## config.mk

```make
export PLATFORM = sky130hd
export DESIGN_NAME = bist_seq_fsm
export DESIGN_NICKNAME = d
export VERILOG_FILES = /design/src/rtl/bist_chk_pkg.sv /design/src/rtl/bist_seq_fsm.sv
export SDC_FILE = /design/constraint.sdc
export NUM_CORES = 1
export LEC_CHECK = 0
export ABC_AREA = 0
export BUFFER_PORTS_ARGS = -buffer_cell sky130_fd_sc_hd__buf_2
export CORE_AREA = 10 10 47 49
export CTS_CLUSTER_DIAMETER = 50
export DETAILED_ROUTE_END_ITERATION = 8
export DIE_AREA = 0 0 57 59
export PLACE_DENSITY = 0.5
export RECOVER_POWER = 100
export SYNTH_ARGS = -nofsm -noshare
export SYNTH_HDL_FRONTEND = slang
export SYNTH_SLANG_ARGS = --single-unit
export TNS_END_PERCENT = 20
```

## constraint.sdc

```tcl
create_clock -name clk -period 1.7 [get_ports clk]
set_clock_uncertainty 0.05 [all_clocks]
set_input_delay 0.17 -clock clk [delete_from_list [all_inputs] [get_ports clk]]
set_output_delay 0.17 -clock clk [all_outputs]
set_load 0.02 [all_outputs]
```

## src/rtl/bist_chk_pkg.sv

```systemverilog
package bist_chk_pkg;

    typedef enum logic [1:0] {
        ST_HUNT  = 2'd0,
        ST_ARMED = 2'd1,
        ST_RAMP  = 2'd2,
        ST_TAIL  = 2'd3
    } chk_state_t;

endpackage

```

## src/rtl/bist_seq_fsm.sv

```systemverilog
module bist_seq_fsm
    import bist_chk_pkg::*;
(
    input  logic       clk,
    input  logic       rst,
    input  logic       test_en,
    input  logic       rx_err,
    input  logic       is_idle,
    input  logic       data_ok,
    input  logic       at_last,
    output logic       ctr_clr,
    output logic       ctr_adv,
    output logic       fail,
    output chk_state_t state
);

    chk_state_t nxt;
    logic       hit;
    logic       miss;
    logic       done;

    // next-state logic
    always_comb begin
        nxt  = state;
        hit  = 1'b0;
        miss = 1'b0;
        done = 1'b0;
        if (!test_en) begin
            nxt = ST_HUNT;
        end else if (rx_err) begin
            miss = 1'b1;
        end else begin
            unique case (state)
                ST_HUNT: begin
                    if (is_idle) nxt = ST_ARMED;
                end
                ST_ARMED: begin
                    if (is_idle)      nxt = ST_ARMED;
                    else if (data_ok) begin
                        hit = 1'b1;
                        nxt = ST_RAMP;
                    end else          miss = 1'b1;
                end
                ST_RAMP: begin
                    if (data_ok) begin
                        hit = 1'b1;
                        if (at_last) begin
                            done = 1'b1;
                            nxt  = ST_TAIL;
                        end
                    end else begin
                        miss = 1'b1;
                    end
                end
                ST_TAIL: begin
                    if (is_idle) nxt = ST_ARMED;
                    else         miss = 1'b1;
                end
                default: nxt = ST_HUNT;
            endcase
        end
        if (miss) nxt = ST_HUNT;
    end

    always_comb begin
        ctr_adv = hit;
        ctr_clr = !hit;
    end

    // state register
    always_ff @(posedge clk) begin
        if (rst) state <= ST_HUNT;
        else     state <= nxt;
    end

    // output register
    always_ff @(posedge clk) begin
        if (rst || !test_en || miss) fail <= 1'b1;
        else if (done)               fail <= 1'b0;
    end

    a_r1_reset_state: assert property (@(posedge clk)
        $past(rst) |-> (fail && state == ST_HUNT));

    a_r2_disabled_high: assert property (@(posedge clk) disable iff (rst)
        !test_en |=> (fail && state == ST_HUNT));

    a_r3_rise_high: assert property (@(posedge clk) disable iff (rst)
        $rose(test_en) |=> fail);

    a_r5_clear_at_tail: assert property (@(posedge clk) disable iff (rst)
        $fell(fail) |-> (state == ST_TAIL));

    a_r6_err_aborts: assert property (@(posedge clk) disable iff (rst)
        (test_en && rx_err) |=> (fail && state == ST_HUNT));

    a_r10_hunt_no_ramp: assert property (@(posedge clk) disable iff (rst)
        (state == ST_HUNT) |=> (state != ST_RAMP));

endmodule

```

* Word-level counts from Yosys, hierarchy flattened
Index checks and enable logic that the tools add are counted.
** Storage, ports and cells
- Bits in registers :: 3
- Word-level logic and storage cells :: 41
- Input bits :: 7
- Output and inout port bits :: 5
** Cells by class
- Equal/unequal tests :: 7
- Reductions and logical operators :: 8
- Bitwise operators :: 2
- Mux-type cells :: 22
** Operator list (number)
- 2-to-1 mux 1 bit :: 14
- 2-to-1 mux 2 bit :: 5
- one-hot mux 2 bit (3 select lines) :: 1
- AND reduction 5 bit :: 1
- equality test 2 bit, second input constant :: 2
- inequality test 2 bit, second input constant :: 2
- inequality test 3 bit, second input constant :: 1
- one-hot mux 1 bit (3 select lines) :: 1
- OR reduction 3 bit :: 1
- equality test 2 x 1 -> 1 bit, second input constant :: 1
- logical NOT 1 bit :: 2
- logical NOT 2 bit :: 1
- logical OR 1 bit :: 2
- inequality test 2 x 1 -> 1 bit, second input constant :: 1
- NOT 1 bit :: 2
- one-hot mux 1 bit (2 select lines) :: 1
- OR reduction 2 bit :: 1

* Longest topological paths before layout
- Depth after elaboration :: 6
- Mapped depth :: 6
- Gate-level depth less buffers :: 6

* Worst setup path before layout
Ideal clock, no wire load.
- Path type :: reg-to-reg
- Start point :: register state[0]
- End point :: register state[1]
- Required time :: 1.525 ns
- Period minus slack after synthesis :: 1.616 ns
- Library setup time :: 0.125 ns
- Cell stages (with the launch flop) :: 7
- Path slack :: 0.084 ns
- Buffers on the path :: 0
- Arrival :: 1.442 ns
- Path through :: dfxtp_1 > inv_1 > ha_1 > nor2_1 > or3_1 > o21ai_1 > a211oi_1
** On the way
- Longest elaborated chain between the ends :: 5
- Elaborated cells on any way between the ends :: 15
- Those cells by class :: eq/ne: 7; mux: 4; reduce/logical: 4
** RTL lines
- start: declaration :: line bist_seq_fsm.sv:14 : output chk_state_t state
- start signal: assignment :: line bist_seq_fsm.sv:73 : else state <= nxt;
- equality test 2 bit or equality test 2 x 1 -> 1 bit (tied branches) :: line bist_seq_fsm.sv:33 : unique case (state)
- one-hot mux 1 bit (3 select lines) :: line bist_seq_fsm.sv:33
- 2-to-1 mux 1 bit :: line bist_seq_fsm.sv:30 : end else if (rx_err) begin
- 2-to-1 mux 1 bit :: line bist_seq_fsm.sv:28 : if (!test_en) begin
- OR reduction 3 bit (no source line)
Several ways; a longest one is shown, not always the timed one.
A chain may end at the register's enable or synchronous reset.

* Worst setup path after layout
- Start point :: register state[1]
- End point :: register state[0]
The elaborated chain is that of the path after synthesis.

==> flow_metrics.py <==
metrics = {
    "cells_and_area": {
        "layout_common_cells": "buf_2, inv_1, clkbuf_1",
        "finalNonFillerCells": 67,
        "final-seq-area_um2": 60.06,
        "nNetsFinal": 63,
        "diodes": 0,
        "final_common_cell": "buf_2",
        "stdcell_area_um2": 407.9,
        "nFillCells": 162,
        "final_layout_size_suffix_gt1_frac": 0.3529,
        "area_delta_synth_final_pct": 44.25,
        "post-route-util": 0.2911,
        "multiInputGateArea_um2": 220.2,
    },
    "grt": {
        "grt_pass1_vias": 306,
        "antenna_found_initial": 0,
        "grt_usage": 0.05011,
        "grt-ovfl-total": 0,
        "grt_pass1_wl_mm": 1.235,
        "grt_max_degree": 5,
    },
    "clock_network": {
        "clockRootBuffer": "clkbuf_4",
        "cts.sinks": 3,
        "htree_levels": 1,
        "clockBufferDepth": 2,
        "insertion_delay_ns": 0.23,
        "postCtsSetupBuffers": 0,
        "cts_tree": "built",
        "cts_buffers": 3,
        "path_clk_slew_ns": 0.04,
    },
    "sta": {
        "finalMaxSlewViolations": 0,
        "slew_headroom": 0.8258,
        "tightest_slew_ns": 0.2625,
        "hold_viol_final": 0,
        "rsz0062_at_grt": "false",
        "fin_crit_ns": 1.606,
        "fmax_mhz": 622.7,
        "finalSetupViolations": 0,
        "finalSetupTns_ns": 0,
        "period_share": 0.9446,
    },
    "placement": {
        "postPlaceCellArea_um2": 372.9,
        "place_inst": 63,
        "io_buffer_count": 11,
        "place_congestion": 0.7736,
        "post-dp-hpwl_um": 604.7,
    },
    "drt": {
        "drt-vias-per-instance": 4.224,
        "wire_per_inst_um": 11.27,
        "vias": 283,
        "drc_errors": 0,
        "drtAntennaViolNets": 0,
        "drt_iter0_drc": 3,
        "dr.pass1.iters": 2,
        "drt-total-wl_um": 755,
    },
    "die": {
        "start_util": 0.2018,
        "die_y_um": 59,
        "core_area_um2": 1401,
        "io-pin-count": 12,
        "die_x_um": 57,
        "rows": 14,
        "dieArea_um2": 3363,
    },
    "yosys": {
        "syn_area_um2": 282.8,
        "synth_cell_types": 21,
        "ys_ff_latch": 3,
        "synth_cells": 34,
        "syn_area_per_cell_um2": 8.317,
        "ys_warn_count": 0,
        "ys_seq_area_frac": 0.2124,
        "synth.net_count": 45,
    },
    "critical_path": {
        "required_ns": 1.76,
        "r2r_start": "state[1]",
        "critPathLaunch": "state[1]",
        "setup.worst_path.end_class": "register",
        "timing_worst_setup_path_type": "reg -> reg",
        "cp-start-kind": "register",
        "path_max_fanout": 3,
        "rrSetupSlack_ns": 0.09,
        "cp.arrival_ns": 1.67,
    },
    "worst_hold_path": {
        "holdCritPathClass": "in -> reg",
        "hold_start": "rst",
    },
    "pwr": {
        "leakage_uw": 0.0001614,
        "peakVddDrop_v": 0.0001646,
        "pwr_density_cell_nw_per_um2": 546.9,
    },
    "run": {
        "maxCapViolCount": 0,
    },
    "status": {
        "status": "finished clean",
    },
}
area by class of cell:
cell class,count,area share
repair buffers,13,0.1626
flip-flops and latches,3,0.1472
multi-input cells,27,0.5399
inverters,4,0.03681
well taps,16,0.04908
clock buffers,4,0.06442
metrics by stage:
step           total power, uW  setup slack [ns]  hold slack, ns
6_report                 223.1           0.09410          0.1653
5_1_grt                  237.6          0.004994          0.1763
4_1_cts                  229.8           0.04271          0.1562
3_5_place_dp             97.88            0.1649          0.4076
3_3_place_gp             98.33            0.1480          0.4064
2_1_floorplan            85.48           0.08356          0.3076
worst max-delay path, stage by stage, from the launching register on:
cell	delay, ns
dfxtp_1	0.34
inv_1	0.09
ha_1	0.31
nor2_1	0.06
or3_1	0.38
o21ai_1	0.16
a211oi_1	0.09
metal layers:
layer	GRT usage	vias to the layer above	wire, um	part of all wire
li1	-	156	-	-
met1	0.04982	119	375	0.50
met2	0.06202	8	345	0.46
met3	0.02361	0	34	0.045
met4	0.07718	0	0	0
met5	0	-	0	0
sequential cells by signal (all words and copies together), names as in the netlist:
| signal | flops |
|---|---|
| state | 2 |
| fail | 1 |
cell usage after synthesis:
cell type / number / share of area
o21ai_1: 2 / 0.035
or3b_4: 1 / 0.040
nor3_1: 1 / 0.018
nand2b_4: 1 / 0.049
nand3b_1: 1 / 0.027
a211oi_1: 2 / 0.053
or3b_1: 1 / 0.031
inv_1: 4 / 0.053
o2111ai_1: 1 / 0.031
dfxtp_1: 3 / 0.21
a21oi_1: 2 / 0.035
nand3_1: 1 / 0.018
ha_1: 4 / 0.18
nor2b_1: 1 / 0.022
a21o_4: 1 / 0.053
or3_1: 1 / 0.022
o21ai_0: 1 / 0.018
nand2b_1: 1 / 0.022
a21oi_2: 1 / 0.031
nand2_1: 3 / 0.040
nor2_1: 1 / 0.013
power by group:
group          switching (uW)  leakage, uW  internal (uW)
Combinational            12.7     0.000122           13.6
Sequential              0.227    0.0000242           71.3
Clock                    37.2    0.0000150           88.0
kinds of logic (layout without fill, tap and decap cells):
| logic type | Yosys count | count (layout) | share of synthesized area |
|---|---|---|---|
| AND/OR/NAND/NOR | 13 | 13 | 0.3009 |
| flip-flops | 3 | 3 | 0.2124 |
| AO/OA/AOI/OAI | 10 | 10 | 0.2566 |
| adder cells (fa/ha/maj) | 4 | 4 | 0.1770 |
| buffers and inverters | 4 | 21 | 0.05308 |
repair_timing:
item | 4_1_cts | 5_1_grt
endpoints found under the hold margin | 0 | 0
resized for setup | 0 | 3
endpoints found under the setup margin | 0 | 2
hold buffers | 0 | 0
final timing paths:
kind	to	cells after the start
worst max-delay path	state[0]	6
worst max register to register	state[0]	6
worst min register to register	fail	2
worst min-delay path	state[0]	3
Power figures use the tool's default switching activity.
